File: src/rtl/fsg_pkg.sv
package fsg_pkg;
  typedef enum logic [2:0] {
    ST_IDLE,
    ST_PROG,
    ST_ERASE,
    ST_SUS_RD,
    ST_SUS_PRG
  } fsg_state_e;

  localparam int unsigned POLL_BIT = 7;
  localparam int unsigned TGL_BIT  = 6;
  localparam int unsigned SEC_BIT  = 2;
endpackage

File: src/rtl/fsg_cmd_track.sv
module fsg_cmd_track
  import fsg_pkg::*;
#(
  parameter int unsigned AW        = 16,
  parameter int unsigned PROG_CYC  = 4,
  parameter int unsigned ERASE_CYC = 6
) (
  input  logic          clk_i,
  input  logic          rst_ni,
  input  logic          we_i,
  input  logic          seq_erase_i,
  input  logic [AW-1:0] wr_addr_i,
  input  logic [7:0]    wr_data_i,
  input  logic          suspend_i,
  input  logic          resume_i,
  input  logic          done_i,
  output fsg_state_e    st_o,
  output logic          start_o,
  output logic          fresh_o,
  output logic          erase_set_o,
  output logic          erase_end_o,
  output logic [AW-1:0] prog_addr_o,
  output logic [7:0]    prog_data_o
);
  localparam int unsigned CW = $clog2(ERASE_CYC + 1);
  localparam logic [CW-1:0] PROG_LAST  = CW'(PROG_CYC - 1);
  localparam logic [CW-1:0] ERASE_LAST = CW'(ERASE_CYC - 1);

  fsg_state_e    st_q, st_d;
  logic [CW-1:0] cnt_q, cnt_d;
  logic [AW-1:0] pa_q;
  logic [7:0]    pd_q;
  logic          can_cnt, start_prog, start_erase, mode_evt;

  assign can_cnt     = (st_q == ST_IDLE) || (st_q == ST_SUS_RD);
  assign start_prog  = can_cnt && we_i && !seq_erase_i && (cnt_q == PROG_LAST);
  assign start_erase = (st_q == ST_IDLE) && we_i && seq_erase_i && (cnt_q == ERASE_LAST);
  assign mode_evt    = suspend_i || resume_i || done_i;

  always_comb begin
    cnt_d = cnt_q;
    if (!can_cnt || start_prog || start_erase || mode_evt) cnt_d = '0;
    else if (we_i) cnt_d = (cnt_q == ERASE_LAST) ? '0 : cnt_q + 1'b1;
  end

  always_comb begin
    st_d = st_q;
    unique case (st_q)
      ST_IDLE:    if (start_prog) st_d = ST_PROG;
                  else if (start_erase) st_d = ST_ERASE;
      ST_PROG:    if (done_i) st_d = ST_IDLE;
      ST_ERASE:   if (done_i) st_d = ST_IDLE;
                  else if (suspend_i) st_d = ST_SUS_RD;
      ST_SUS_RD:  if (resume_i) st_d = ST_ERASE;
                  else if (start_prog) st_d = ST_SUS_PRG;
      ST_SUS_PRG: if (done_i) st_d = ST_SUS_RD;
      default:    st_d = ST_IDLE;
    endcase
  end

  always_ff @(posedge clk_i or negedge rst_ni) begin
    if (!rst_ni) begin
      st_q  <= ST_IDLE;
      cnt_q <= '0;
      pa_q  <= '0;
      pd_q  <= '0;
    end else begin
      st_q  <= st_d;
      cnt_q <= cnt_d;
      if (start_prog) begin
        pa_q <= wr_addr_i;
        pd_q <= wr_data_i;
      end
    end
  end

  assign st_o        = st_q;
  assign start_o     = start_prog || start_erase;
  assign fresh_o     = (st_q == ST_IDLE) && (start_prog || start_erase);
  assign erase_set_o = start_erase;
  assign erase_end_o = (st_q == ST_ERASE) && done_i;
  assign prog_addr_o = pa_q;
  assign prog_data_o = pd_q;

  assert_prog_start_R2: assert property (@(posedge clk_i) disable iff (!rst_ni)
    (st_q == ST_IDLE && we_i && !seq_erase_i && cnt_q == PROG_LAST) |=> (st_q == ST_PROG));

  assert_erase_start_R3: assert property (@(posedge clk_i) disable iff (!rst_ni)
    (st_q == ST_IDLE && we_i && seq_erase_i && cnt_q == ERASE_LAST) |=> (st_q == ST_ERASE));

  assert_suspend_R7: assert property (@(posedge clk_i) disable iff (!rst_ni)
    (st_q == ST_ERASE && suspend_i && !done_i) |=> (st_q == ST_SUS_RD));
endmodule

File: src/rtl/fsg_toggle.sv
module fsg_toggle (
  input  logic clk_i,
  input  logic rst_ni,
  input  logic t6_flip_i,
  input  logic t6_clr_i,
  input  logic t2_flip_i,
  input  logic t2_clr_i,
  output logic t6_o,
  output logic t2_o
);
  logic t6_q, t2_q;

  always_ff @(posedge clk_i or negedge rst_ni) begin
    if (!rst_ni) begin
      t6_q <= 1'b0;
      t2_q <= 1'b0;
    end else begin
      if (t6_clr_i) t6_q <= 1'b0;
      else if (t6_flip_i) t6_q <= ~t6_q;
      if (t2_clr_i) t2_q <= 1'b0;
      else if (t2_flip_i) t2_q <= ~t2_q;
    end
  end

  assign t6_o = t6_q;
  assign t2_o = t2_q;

  assert_t6_clear_R10: assert property (@(posedge clk_i) disable iff (!rst_ni)
    t6_clr_i |=> !t6_q);

  assert_t6_flip_R4: assert property (@(posedge clk_i) disable iff (!rst_ni)
    (t6_flip_i && !t6_clr_i) |=> (t6_q != $past(t6_q)));

  assert_t2_hold_R5: assert property (@(posedge clk_i) disable iff (!rst_ni)
    (!t2_flip_i && !t2_clr_i) |=> $stable(t2_q));
endmodule

File: src/rtl/fsg_sector_mask.sv
module fsg_sector_mask #(
  parameter int unsigned NSEC = 16,
  localparam int unsigned SW  = $clog2(NSEC)
) (
  input  logic          clk_i,
  input  logic          rst_ni,
  input  logic          set_i,
  input  logic [SW-1:0] set_sector_i,
  input  logic          clr_i,
  input  logic [SW-1:0] rd_sector_i,
  output logic          hit_o
);
  logic [NSEC-1:0] mask_q, hit_vec;

  for (genvar g = 0; g < NSEC; g++) begin : g_sec
    always_ff @(posedge clk_i or negedge rst_ni) begin
      if (!rst_ni) mask_q[g] <= 1'b0;
      else if (set_i) mask_q[g] <= (set_sector_i == SW'(g));
      else if (clr_i) mask_q[g] <= 1'b0;
    end
    assign hit_vec[g] = mask_q[g] && (rd_sector_i == SW'(g));
  end

  assign hit_o = |hit_vec;

  assert_one_sector_R3: assert property (@(posedge clk_i) disable iff (!rst_ni)
    set_i |=> ($countones(mask_q) == 1));

  assert_mask_clear_R9: assert property (@(posedge clk_i) disable iff (!rst_ni)
    (clr_i && !set_i) |=> $onehot0(mask_q) && (mask_q == '0));
endmodule

File: src/rtl/flash_status_gen.sv
module flash_status_gen
  import fsg_pkg::*;
#(
  parameter int unsigned AW        = 16,
  parameter int unsigned NSEC      = 16,
  parameter int unsigned PROG_CYC  = 4,
  parameter int unsigned ERASE_CYC = 6,
  localparam int unsigned SW       = $clog2(NSEC)
) (
  input  logic          clk_i,
  input  logic          rst_ni,
  input  logic          we_i,
  input  logic          seq_erase_i,
  input  logic [AW-1:0] wr_addr_i,
  input  logic [SW-1:0] wr_sector_i,
  input  logic [7:0]    wr_data_i,
  input  logic          re_i,
  input  logic [AW-1:0] rd_addr_i,
  input  logic [SW-1:0] rd_sector_i,
  input  logic [7:0]    arr_data_i,
  input  logic          suspend_i,
  input  logic          resume_i,
  input  logic          done_i,
  output logic [7:0]    rd_data_o,
  output logic          rb_oe_no,
  output logic          rb_drv_o
);
  fsg_state_e    st;
  logic          start, fresh, er_set, er_end;
  logic [AW-1:0] prog_addr;
  logic [7:0]    prog_data;
  logic          sec_hit, prog_hit, t6, t2, t6_flip, t2_flip, busy;
  logic [7:0]    stat;

  fsg_cmd_track #(
    .AW(AW), .PROG_CYC(PROG_CYC), .ERASE_CYC(ERASE_CYC)
  ) u_cmd (
    .clk_i, .rst_ni, .we_i, .seq_erase_i, .wr_addr_i, .wr_data_i,
    .suspend_i, .resume_i, .done_i,
    .st_o(st), .start_o(start), .fresh_o(fresh),
    .erase_set_o(er_set), .erase_end_o(er_end),
    .prog_addr_o(prog_addr), .prog_data_o(prog_data)
  );

  fsg_sector_mask #(.NSEC(NSEC)) u_mask (
    .clk_i, .rst_ni,
    .set_i(er_set), .set_sector_i(wr_sector_i), .clr_i(er_end),
    .rd_sector_i, .hit_o(sec_hit)
  );

  assign busy     = (st == ST_PROG) || (st == ST_ERASE) || (st == ST_SUS_PRG);
  assign prog_hit = (rd_addr_i == prog_addr);
  assign t6_flip  = re_i && busy;
  assign t2_flip  = re_i && sec_hit &&
                    ((st == ST_ERASE) || (st == ST_SUS_RD) || (st == ST_SUS_PRG && !prog_hit));

  fsg_toggle u_tgl (
    .clk_i, .rst_ni,
    .t6_flip_i(t6_flip), .t6_clr_i(start),
    .t2_flip_i(t2_flip), .t2_clr_i(fresh),
    .t6_o(t6), .t2_o(t2)
  );

  always_comb begin
    stat = 8'h00;
    unique case (st)
      ST_PROG: begin
        stat[POLL_BIT] = ~prog_data[7];
        stat[TGL_BIT]  = t6;
        stat[SEC_BIT]  = 1'b1;
      end
      ST_ERASE: begin
        stat[TGL_BIT]  = t6;
        stat[SEC_BIT]  = t2;
      end
      ST_SUS_RD: begin
        stat[POLL_BIT] = 1'b1;
        stat[TGL_BIT]  = 1'b1;
        stat[SEC_BIT]  = t2;
      end
      ST_SUS_PRG: begin
        stat[POLL_BIT] = ~prog_data[7];
        stat[TGL_BIT]  = t6;
        stat[SEC_BIT]  = (sec_hit && !prog_hit) ? t2 : 1'b1;
      end
      default: stat = 8'h00;
    endcase
  end

  always_comb begin
    if (st == ST_IDLE || (st == ST_SUS_RD && !sec_hit)) rd_data_o = arr_data_i;
    else rd_data_o = stat;
  end

  // pull-down active during reset and while an algorithm runs
  assign rb_oe_no = rst_ni && !busy;
  assign rb_drv_o = 1'b0;

  assert_sus_ready_R7: assert property (@(posedge clk_i) disable iff (!rst_ni)
    (st == ST_ERASE && suspend_i && !done_i) |=> rb_oe_no);

  assert_done_ready_R9: assert property (@(posedge clk_i) disable iff (!rst_ni)
    ((st == ST_PROG || st == ST_ERASE) && done_i) |=> (rb_oe_no && rd_data_o == arr_data_i));

  assert_sus_prog_busy_R8: assert property (@(posedge clk_i) disable iff (!rst_ni)
    (st == ST_SUS_RD && start) |=> !rb_oe_no);
endmodule

File: config.mk
export PLATFORM = sky130hd
export DESIGN_NAME = flash_status_gen
export DESIGN_NICKNAME = d
export VERILOG_FILES = /design/src/rtl/fsg_pkg.sv /design/src/rtl/fsg_cmd_track.sv /design/src/rtl/fsg_toggle.sv /design/src/rtl/fsg_sector_mask.sv /design/src/rtl/flash_status_gen.sv
export SDC_FILE = /design/constraint.sdc
export NUM_CORES = 1
export LEC_CHECK = 0
export BUFFER_PORTS_ARGS = -buffer_cell sky130_fd_sc_hd__buf_2
export CAP_MARGIN = 20
export CORE_MARGIN = 10
export CORE_UTILIZATION = 25
export CTS_CLUSTER_SIZE = 10
export DETAILED_ROUTE_END_ITERATION = 8
export GPL_TIMING_DRIVEN = 0
export PLACE_DENSITY = 0.57
export SLEW_MARGIN = 15
export SYNTH_ARGS = -nofsm -noshare
export SYNTH_HDL_FRONTEND = slang
export SYNTH_SLANG_ARGS = --single-unit
File: constraint.sdc
create_clock -name clk_i -period 2.6 [get_ports clk_i]
set_input_delay 0.13 -clock clk_i [delete_from_list [all_inputs] [get_ports clk_i]]
set_output_delay 0.13 -clock clk_i [all_outputs]
set_load 0.05 [all_outputs]
# Word level (Yosys, flattened, before mapping)

Index checks and enable logic that the tools add are counted.

Memory bits (read-only): 0
Bits of input ports: 64
Memory bits (writable): 0
Register bits: 48
Memories: 0
Latch bits: 0
Word-level logic and storage cells: 166

Bitwise logic cells: 3
Multiplexer cells: 38
Eq/ne operators: 42
Add/subtract/negate cells: 1
Div/mod/pow operators: 0
Reductions and logical operators: 60
Shift operators: 0
Multiply operators: 0
Order comparisons: 0

Operator list:

| cell                                          | number |
|---|---|
| == test 4 bit, second input constant          | 16 |
| two-way mux 3 bit                             | 11 |
| == test 4 x 3 -> 1 bit, second input constant | 8 |
| logical AND 1 bit                             | 31 |
| two-way mux 1 bit                             | 22 |
| == test 16 bit                                | 1 |
| == test 4 x 2 -> 1 bit, second input constant | 4 |
| OR reduction 16 bit                           | 1 |
| case mux 3 bit (5 select lines)               | 1 |
| logical OR 1 bit                              | 12 |
| == test 3 x 2 -> 1 bit, second input constant | 3 |
| == test 4 x 1 -> 1 bit, second input constant | 2 |
| zero test 4 bit                               | 2 |
| two-way mux 8 bit                             | 1 |
| nonzero test 2 bit                            | 4 |
| == test 3 bit, second input constant          | 2 |
| zero test 1 bit                               | 5 |
| AND reduction 5 bit                           | 1 |
| inequality test 2 bit, second input constant  | 2 |
| case mux 1 bit (2 select lines)               | 2 |
| OR reduction 2 bit                            | 2 |
| adder 3 x 1 -> 3 bit, second input constant   | 1 |
| == test 3 x 1 -> 1 bit, second input constant | 1 |
| zero test 3 bit                               | 1 |
| other kinds (6)                               | 8 |

# Longest topological paths before layout

Gate-level depths: netlist of run 1.

Depth in word-level cells: 9
Gate-level depth with buffers: 9
Gate-level depth less buffers: 8

# Hierarchy

Synthesis of run 1 repeated with hierarchy kept, for this count alone.

Cell total of the unflattened synthesis: 251
Area total of the unflattened synthesis: 2761.4 um^2

By module, submodules not included:

| module           | cells an instance | instances | sequential area each (um^2) | area an instance (um^2) |
|---|---|---|---|---|
| fsg_cmd_track    | 111               | 1         | 750.7                       | 1472.7 |
| fsg_sector_mask  | 64                | 1         | 400.4                       | 750.7 |
| flash_status_gen | 70                | 1         | 0.0                         | 462.9 |
| fsg_toggle       | 6                 | 1         | 50.0                        | 75.1 |

# Worst setup path after synthesis of run 1

No wires, ideal clock.

Path kind: reg-to-output
From: register u_cmd.st_q[2] (netlist: u_cmd.st_o[2])
To: output rd_data_o[6]
Required time: 2.470 ns
Stages on the path, launching flop included: 7
Path buffers: 2
Arrival: 1.886 ns
Path slack: 0.584 ns
Path through: dfrtp_1 > clkbuf_1 > clkbuf_1 > nand2_1 > o21ai_0 > a21oi_1 > a21oi_1

Word-level cells in the longest chain between the ends: 4
Elaborated cells on any way between the ends: 10
Those cells by class: eq/ne: 4; mux: 2; reduce/logical: 4

RTL lines:

| element                                                                         | RTL line                                       | source |
|---|---|---|
| from (decl)                                                                     | fsg_cmd_track.sv:29                            | `fsg_state_e st_q, st_d;` |
| from (signal assigned)                                                          | fsg_cmd_track.sv:68                            | `st_q <= st_d;` |
| == test 3 x 1 -> 1 bit (tied with other cells)                                  | flash_status_gen.sv:66                         | `unique case (st)` |
| OR reduction 3 bit (no source line) / logical AND 1 bit (equally long branches) | -                                              |  |
| case mux 1 bit (2 select lines) / logical OR 1 bit (equally long branches)      | flash_status_gen.sv:66, flash_status_gen.sv:91 |  |
| two-way mux 8 bit *                                                             | flash_status_gen.sv:91                         | `if (st == ST_IDLE \|\| (st == ST_SUS_RD && !sec_hit)) rd_data_o = arr_data_i;` |
| to (decl)                                                                       | flash_status_gen.sv:24                         | `output logic [7:0] rd_data_o,` |

Every way passes the cells marked *; elsewhere a longest branch is shown, timed or not.

# Worst setup path in the final report of run 1

From: register u_mask.mask_q[5]
To: output rd_data_o[2]

Word-level cells in the longest chain between the ends: 6
Elaborated cells on any way between the ends: 9
Those cells by class: mux: 3; reduce/logical: 6

RTL lines:

| element                                                                    | RTL line                                       | source |
|---|---|---|
| from (decl)                                                                | fsg_sector_mask.sv:13                          | `logic [NSEC-1:0] mask_q, hit_vec;` |
| from (signal, indexed assignment)                                          | fsg_sector_mask.sv:18                          | `else if (set_i) mask_q[g] <= (set_sector_i == SW'(g));` |
| logical AND 1 bit *                                                        | fsg_sector_mask.sv:21                          | `assign hit_vec[g] = mask_q[g] && (rd_sector_i == SW'(g));` |
| OR reduction 16 bit *                                                      | fsg_sector_mask.sv:24                          | `assign hit_o = \|hit_vec;` |
| logical AND 1 bit / zero test 1 bit (equally long branches)                | flash_status_gen.sv:84, flash_status_gen.sv:91 |  |
| two-way mux 1 bit / logical AND 1 bit (equally long branches)              | flash_status_gen.sv:84, flash_status_gen.sv:91 |  |
| case mux 1 bit (3 select lines) / logical OR 1 bit (equally long branches) | flash_status_gen.sv:66, flash_status_gen.sv:91 |  |
| two-way mux 8 bit *                                                        | flash_status_gen.sv:91                         |  |

Marked as above.

==> metrics.md, run 1 <==
| Metric | Value |
|---|---|
| Prevailing post-synth register cell | `dfrtp_1` |
| Yosys cell types | `40` |
| Async S/R FF share, synth | `1.00` |
| Root Driver | `clkbuf_8` |
| R2r endpoint | `u_cmd.prog_addr_o[11]` |
| Leak | `0.00145 uW` |
| Mean Syn Cell Area | `10.3 um^2` |
| Detail-routed via count per cell | `4.48` |
| Delay of the slowest critical-path stage | `510 ps` |
| WHS | `-8.57 ps` |
| Initial core utilization | `0.260` |
| Worst Tran Pin Value | `roughly 970 ps` |
| CP Buf/Inv Count | `1` |
| Gate Count Post-Synth | `around 220` |
| Pint | `around 1300 uW` |
| RSZ-0062 raised after global routing | `no` |
| Initial antenna violation count | `0` |
| Count leader, synth | `dfrtp_1` |
| Post-route cell area | `between 2000 and 3000 um^2` |
| Post-layout util | `0.326` |
| Mapped Nets | `slightly below 300` |
| Portion of total power attributed to sequential cells | `0.322` |
| Area contributors post-synth | `dfrtp_1 (45%), mux2_2 (9.3%), xor2_1 (6.5%), mux4_1 (4.6%), nand2_1 (4.6%)` |
| Core box area | `8850 um^2` |
| Placed cell area | `about 2800 um^2` |
| Die width | `~120 um` |
| DP HPWL | `~4.5 mm` |
| Failing checks | `hold timing` |
| CP max stage cell | `mux4_1` |
| Final Routed Wirelength | `5.64 mm` |
| Site Rows | `34` |
| CTS tree | `yes` |
| Hold-fix buffers at CTS | `0` |
| Post-synth EDFFs | `0` |
| Arrival @ worst endpoint | `around 2300 ps` |
| Top delay family on crit path | `multiplexers` |
| Post-cts gate resize count | `0` |
| Final setup TNS | `0 ps` |
| Tot Pwr | `2110 uW` |
| Top Layer Used | `met4` |
| Clock Latency Late Sink | `about 290 ps` |
| Initial drt markers | `61` |
| Reg2Reg Setup Slack | `around 460 ps` |
| Placer congestion estimate | `around 0.82` |
| Slew HR | `0.355` |
| Sequential area share after synthesis | `0.447` |
| DR vias | `around 1800` |
| Maxcap violations | `0` |
| Fin crit share | `0.938` |
| Synthesized flop and latch total | `a little over 40` |
| Cell area after synthesis | `2300 um^2` |
| Status | `complete, but fails checks` |
| VDD IR max | `about 0.26 mV` |
| Reg2reg start | `u_cmd.cnt_q[0]` |
| Met2 WL | `~2.6 mm` |
| Die Ht | `~120 um` |
| Clock sinks | `41` |
| Max-slew violations | `0` |
| Worst-path clk slew | `about 80 ps` |
| Drt first pass iters | `4` |
| CTS H-tree depth | `2` |
| Final #Nets | `360` |
| Die ar. | `approximately 13000 um^2` |
| IO buf count | `64` |
| Net Sw Frac | `0.375` |
| Crit Path Max Fanout | `7` |
| Synth top cells by count | `dfrtp_1 (41), nand2_1 (28), o21ai_0 (20)` |
| Hold Violations, Final | `22` |
| Startpoint types | `flip-flop` |
| Clock power frac | `0.292` |
| Clock Skew | `roughly 4.2 ps` |
| Final setup vio count | `0` |
| TritonCTS Buffers | `5` |
| Filler Cells Inserted | `950` |
| Final WS setup | `162 ps` |
| First-pass GRT wire length | `9.25 mm` |
| CP endpoint kind | `output pin` |
| PD cells | `roughly 730 nW/um^2` |
| Hold Path Class | `input pin to async pin` |
| Comb pwr share | `0.386` |
| Number of global-route vias before repair | `~2000` |
| DRC | `0` |
| Share of cells above drive strength 1 | `0.372` |
| Area share of the largest cell type after synthesis | `0.447` |
| Ports | `74` |
| Fmax achieved | `about 400 MHz` |
| Clk buf depth | `2` |
| P_sw | `~790 uW` |
| Post-Place Setup Slack | `~430 ps` |
| WP data required | `approximately 2500 ps` |
| Crit path kind | `flip-flop to output pin` |
| GRT overflow | `0` |
| Ant diodes | `0` |
| CP cell instances | `mux4_1 > mux2i_1 > mux2i_2 > o21bai_4 > mux2_4 > buf_2` |
| YS warnings | `0` |
| Leading area contributor after synthesis | `dfrtp_1` |
| WL met1 | `between 2 and 2.5 mm` |
| Largest net degree at the start of global routing | `43` |
| Reg2Reg Depth | `8` |
| Tmin final | `around 2400 ps` |
| Syn-to-layout area delta | `25.7%` |
| Remaining antenna violation count | `0` |
| Post-CTS Setup Repair Bufs | `0` |
| Total global routing track utilization | `0.0856` |
| Wire length per cell | `14.0 um` |
| Met3 wire length | `around 600 um` |
## how the worst max path moves through the flow
stage | endpoint | start | slack (ps) | depth (start not counted)
2_1_floorplan | rd_data_o[6] | u_cmd.st_o[2] | 580 | 6
3_3_place_gp | u_cmd.prog_addr_o[13] | u_cmd.st_o[0] | 430 | 6
6_report | rd_data_o[2] | u_mask.mask_q[5] | 160 | 6
5_1_grt | rd_data_o[2] | u_mask.mask_q[5] | 30 | 6
3_5_place_dp | u_cmd.prog_addr_o[11] | u_cmd.cnt_q[0] | 430 | 8
4_1_cts | rd_data_o[2] | u_mask.mask_q[5] | 100 | 6
## metrics by stage
| step | hold WS [ps] | cells |
|---|---|---|
| 6_report | -8.57 | 404 |
| 5_1_grt | 57.5 | 404 |
| 4_1_cts | 19.8 | 404 |
| 3_5_place_dp | 342 | 396 |
| 3_3_place_gp | 334 | 396 |
| 2_1_floorplan | -166 | 224 |
## cell families after synthesis
group	count (synthesis)	share of synthesized area
compound gates	38	0.0970
buf+inv	14	0.0289
flops	41	0.447
other cells	1	0.00163
xor+xnor	19	0.0724
simple gates	79	0.170
fa+ha+maj	1	0.00545
mux	31	0.178
## area by class of cell
class / count / area, um^2 / share of cell area
Buffer: 9 / 47.5 / 0.0165
Clock buffer: 5 / 68.8 / 0.0238
Clock inverter: 3 / 65.1 / 0.0225
Inverter: 5 / 18.8 / 0.00650
Multi-Input combinational cell: 169 / 1200 / 0.417
Sequential cell: 41 / 1030 / 0.355
Tap cell: 108 / 135 / 0.0468
Timing Repair Buffer: 64 / 320 / 0.111
## flip-flops by register name, indices dropped and copies added (netlist names)
signal and cells:
u_tgl.t2_o 1, u_cmd.cnt_q 3, u_cmd.prog_data_o 1, u_tgl.t6_o 1
u_cmd.prog_addr_o 16, u_mask.mask_q 16, u_cmd.st_o 3
## power by group through the flow
stage | combinational, uW | clock, uW | sequential [uW]
2_1_floorplan | 616 | 0 | 690
4_1_cts | 828 | 642 | 681
6_report | 815 | 618 | 681
5_1_grt | 891 | 669 | 687
3_3_place_gp | 815 | 0 | 693
3_5_place_dp | 825 | 0 | 693
## routing by layer
layer	vias to the layer above	track usage
li1	921	-
met1	819	0.0990
met2	62	0.140
met3	6	0.0398
met4	0	0.0225
met5	-	0
## cell usage in the layout (no fill, tap or decap), types with 3 or more instances in the layout
master / netlist / final
buf_2: 5 / 69
xor2_1: 17 / 17
nor2_1: 19 / 19
mux2i_1: 6 / 6
nor4_1: 4 / 4
dfrtp_1: 41 / 41
o21ai_0: 20 / 20
nand3_1: 3 / 3
and2_2: 5 / 5
nand4_1: 3 / 3
mux4_1: 4 / 4
nand2b_1: 3 / 3
mux2_2: 19 / 19
a21oi_1: 8 / 8
inv_1: 5 / 5
clkbuf_8: 0 / 5
nand2_1: 28 / 28
Power figures use the tool's default switching activity.
==> inputs of run 2 (changes only) <==
--- a/config.mk
+++ b/config.mk
@@ -12,8 +12,9 @@
 export CTS_CLUSTER_SIZE = 10
 export DETAILED_ROUTE_END_ITERATION = 8
 export GPL_TIMING_DRIVEN = 0
-export PLACE_DENSITY = 0.57
+export PLACE_DENSITY = 0.56
 export SLEW_MARGIN = 15
 export SYNTH_ARGS = -nofsm -noshare
 export SYNTH_HDL_FRONTEND = slang
+export SYNTH_HIERARCHICAL = 1
 export SYNTH_SLANG_ARGS = --single-unit
==> run 2 against run 1 <==
Compared with the run above:
- the flow now finishes without violations
- utilization shrank 0.50 points
- design area rose by 8.3%
- register-to-register slack lost 130 ps
- synthesized area rose by 8.0%
- worst setup slack worse by 8.9 ps
- combinational power up 2%
- hold slack better by 76 ps
- sequential cell count unchanged
- wire length up 12%
- first-iteration DRC count increased by 41%
- clock power down 19%
- total power shrank 4.2%
- critical path type unchanged
- largest cell class unchanged
==> metrics.md, run 2 <==
| Metric | Value |
|---|---|
| Status | `finished, final reports clean` |
| Die width | `120 um` |
| Filler Cells Inserted | `between 1000 and 1500` |
| Post-route cell area | `~3100 um^2` |
| Tot Pwr | `between 2000 and 2500 uW` |
| Hold Path Class | `input pin to flip-flop` |
| Cell area after synthesis | `around 2500 um^2` |
| Initial drt markers | `between 80 and 90` |
| Clock Latency Late Sink | `~290 ps` |
| Root Driver | `clkbuf_8` |
| Die ar. | `14300 um^2` |
| Final Routed Wirelength | `~6.3 mm` |
| DR vias | `slightly below 2000` |
| Remaining antenna violation count | `0` |
| Core box area | `approximately 9700 um^2` |
| Arrival @ worst endpoint | `2320 ps` |
| Final #Nets | `around 370` |
| Mean Syn Cell Area | `about 10 um^2` |
| Mapped Nets | `302` |
| Share of cells above drive strength 1 | `0.344` |
| Wire length per cell | `roughly 14 um` |
| Tmin final | `2450 ps` |
| # placed instances | `between 400 and 500` |
| IO buf count | `62` |
| Clk buf depth | `2` |
| Initial antenna violation count | `0` |
| Number of global-route vias before repair | `around 2100` |
| Placed cell area | `2960 um^2` |
| Die Ht | `about 120 um` |
| Leak | `0.00153 uW` |
| First-pass GRT wire length | `10.2 mm` |
| CTS tree | `yes` |
| CTS H-tree depth | `2` |
| Clock Skew | `slightly below 7 ps` |
| CP endpoint kind | `output pin` |
| YS warnings | `6` |
| Maxcap violations | `0` |
| Gate Count Post-Synth | `237` |
| Worst Tran Pin Value | `a little under 700 ps` |
| Fin crit share | `0.941` |
| Startpoint types | `flip-flop` |
| Clock sinks | `41` |
| VDD IR max | `around 0.32 mV` |
| DRC | `0` |
| WHS | `around 67 ps` |
| Hold Violations, Final | `0` |
| Ports | `74` |
| Final setup TNS | `0 ps` |
| Syn-to-layout area delta | `26.0%` |
| Final setup vio count | `0` |
| Ant diodes | `0` |
| Multi-input gate area | `roughly 1300 um^2` |
| DP HPWL | `about 4.8 mm` |
| GRT overflow | `0` |
| Commonest non-fill, non-tap cells in the layout | `buf_2 (61), dfrtp_1 (41), nand2_1 (21), o21ai_0 (18), xor2_1 (17)` |
| Crit Path Max Fanout | `7` |
| Initial core utilization | `0.255` |
| Register area | `between 1000 and 1500 um^2` |
| Layout Cells excl Fill | `441` |
| PD cells | `648 nW/um^2` |
| Worst-path clk slew | `80 ps` |
| Fmax achieved | `approximately 400 MHz` |
| TritonCTS Buffers | `5` |
| Max-slew violations | `0` |
| Detail-routed via count per cell | `~4.5` |
| Slew HR | `0.540` |
| WP data required | `2470 ps` |
| Largest net degree at the start of global routing | `43` |
| Placer congestion estimate | `just over 0.8` |
| Commonest non-fill, non-tap cell in the layout | `buf_2` |
| Total global routing track utilization | `0.0854` |
| Drt first pass iters | `4` |
| Site Rows | `36` |
| Crit path kind | `flip-flop to output pin` |
run 2: path summary, 6_finish.rpt:
kind / start / endpoint / slack, ps / cells after the start
setup / recovery: u_mask/mask_q[5] / rd_data_o[2] / 150 / 7
hold / removal: wr_addr_i[7] / u_cmd/prog_addr_o[7] / 70 / 2
setup reg to reg: u_cmd/st_o[0] / u_mask/mask_q[7] / 330 / 7
hold reg to reg: u_mask/mask_q[9] / u_mask/mask_q[9] / 480 / 2
max in group asynchronous: rst_ni / u_mask/mask_q[4] / 1880 / 3
min in group asynchronous: rst_ni / u_cmd/prog_addr_o[9] / 250 / 2
run 2: repair_timing:
action | CTS | global route
endpoints found under the hold margin | 0 | 11
setup buffers | 0 | 0
endpoints found under the setup margin | 0 | 8
gates resized for setup | 0 | 19
hold buffers | 0 | 1
run 2: per-stage QoR:
step,setup WS (ps),util
after floorplan,174,-
after global placement,396,0.304
after detailed placement,353,0.304
after CTS,24.2,0.315
after global routing,-22.2,0.321
final,153,0.321
run 2: final cells by class:
cell class	count	share of cell area
Timing Repair Buffer	64	0.115
Inverter	8	0.00961
Clock inverter	2	0.0112
Sequential cell	41	0.328
Clock buffer	5	0.0220
Tap cell	133	0.0532
Multi-Input combinational cell	174	0.427
Buffer	14	0.0336
run 2: worst max-delay path: stages, from the launching register on:
cell	delay (ps)
dfrtp_1	380
mux4_1	540
mux2i_2	220
mux2i_4	140
a21oi_1	150
o221ai_1	120
a21oi_1	180
buf_2	300
run 2: power breakdown:
part,internal (uW),switching [uW]
combinational,292,539
clock,279,219
sequential,660,36.3
total,1230,794
run 2: metal layers:
metal  GRT usage  vias to the layer above  share of wire
met5           0                        -              0
met3      0.0300                        4          0.064
li1            -                      983              -
met1       0.108                      947           0.45
met2       0.135                       56           0.47
met4      0.0241                        0         0.0094
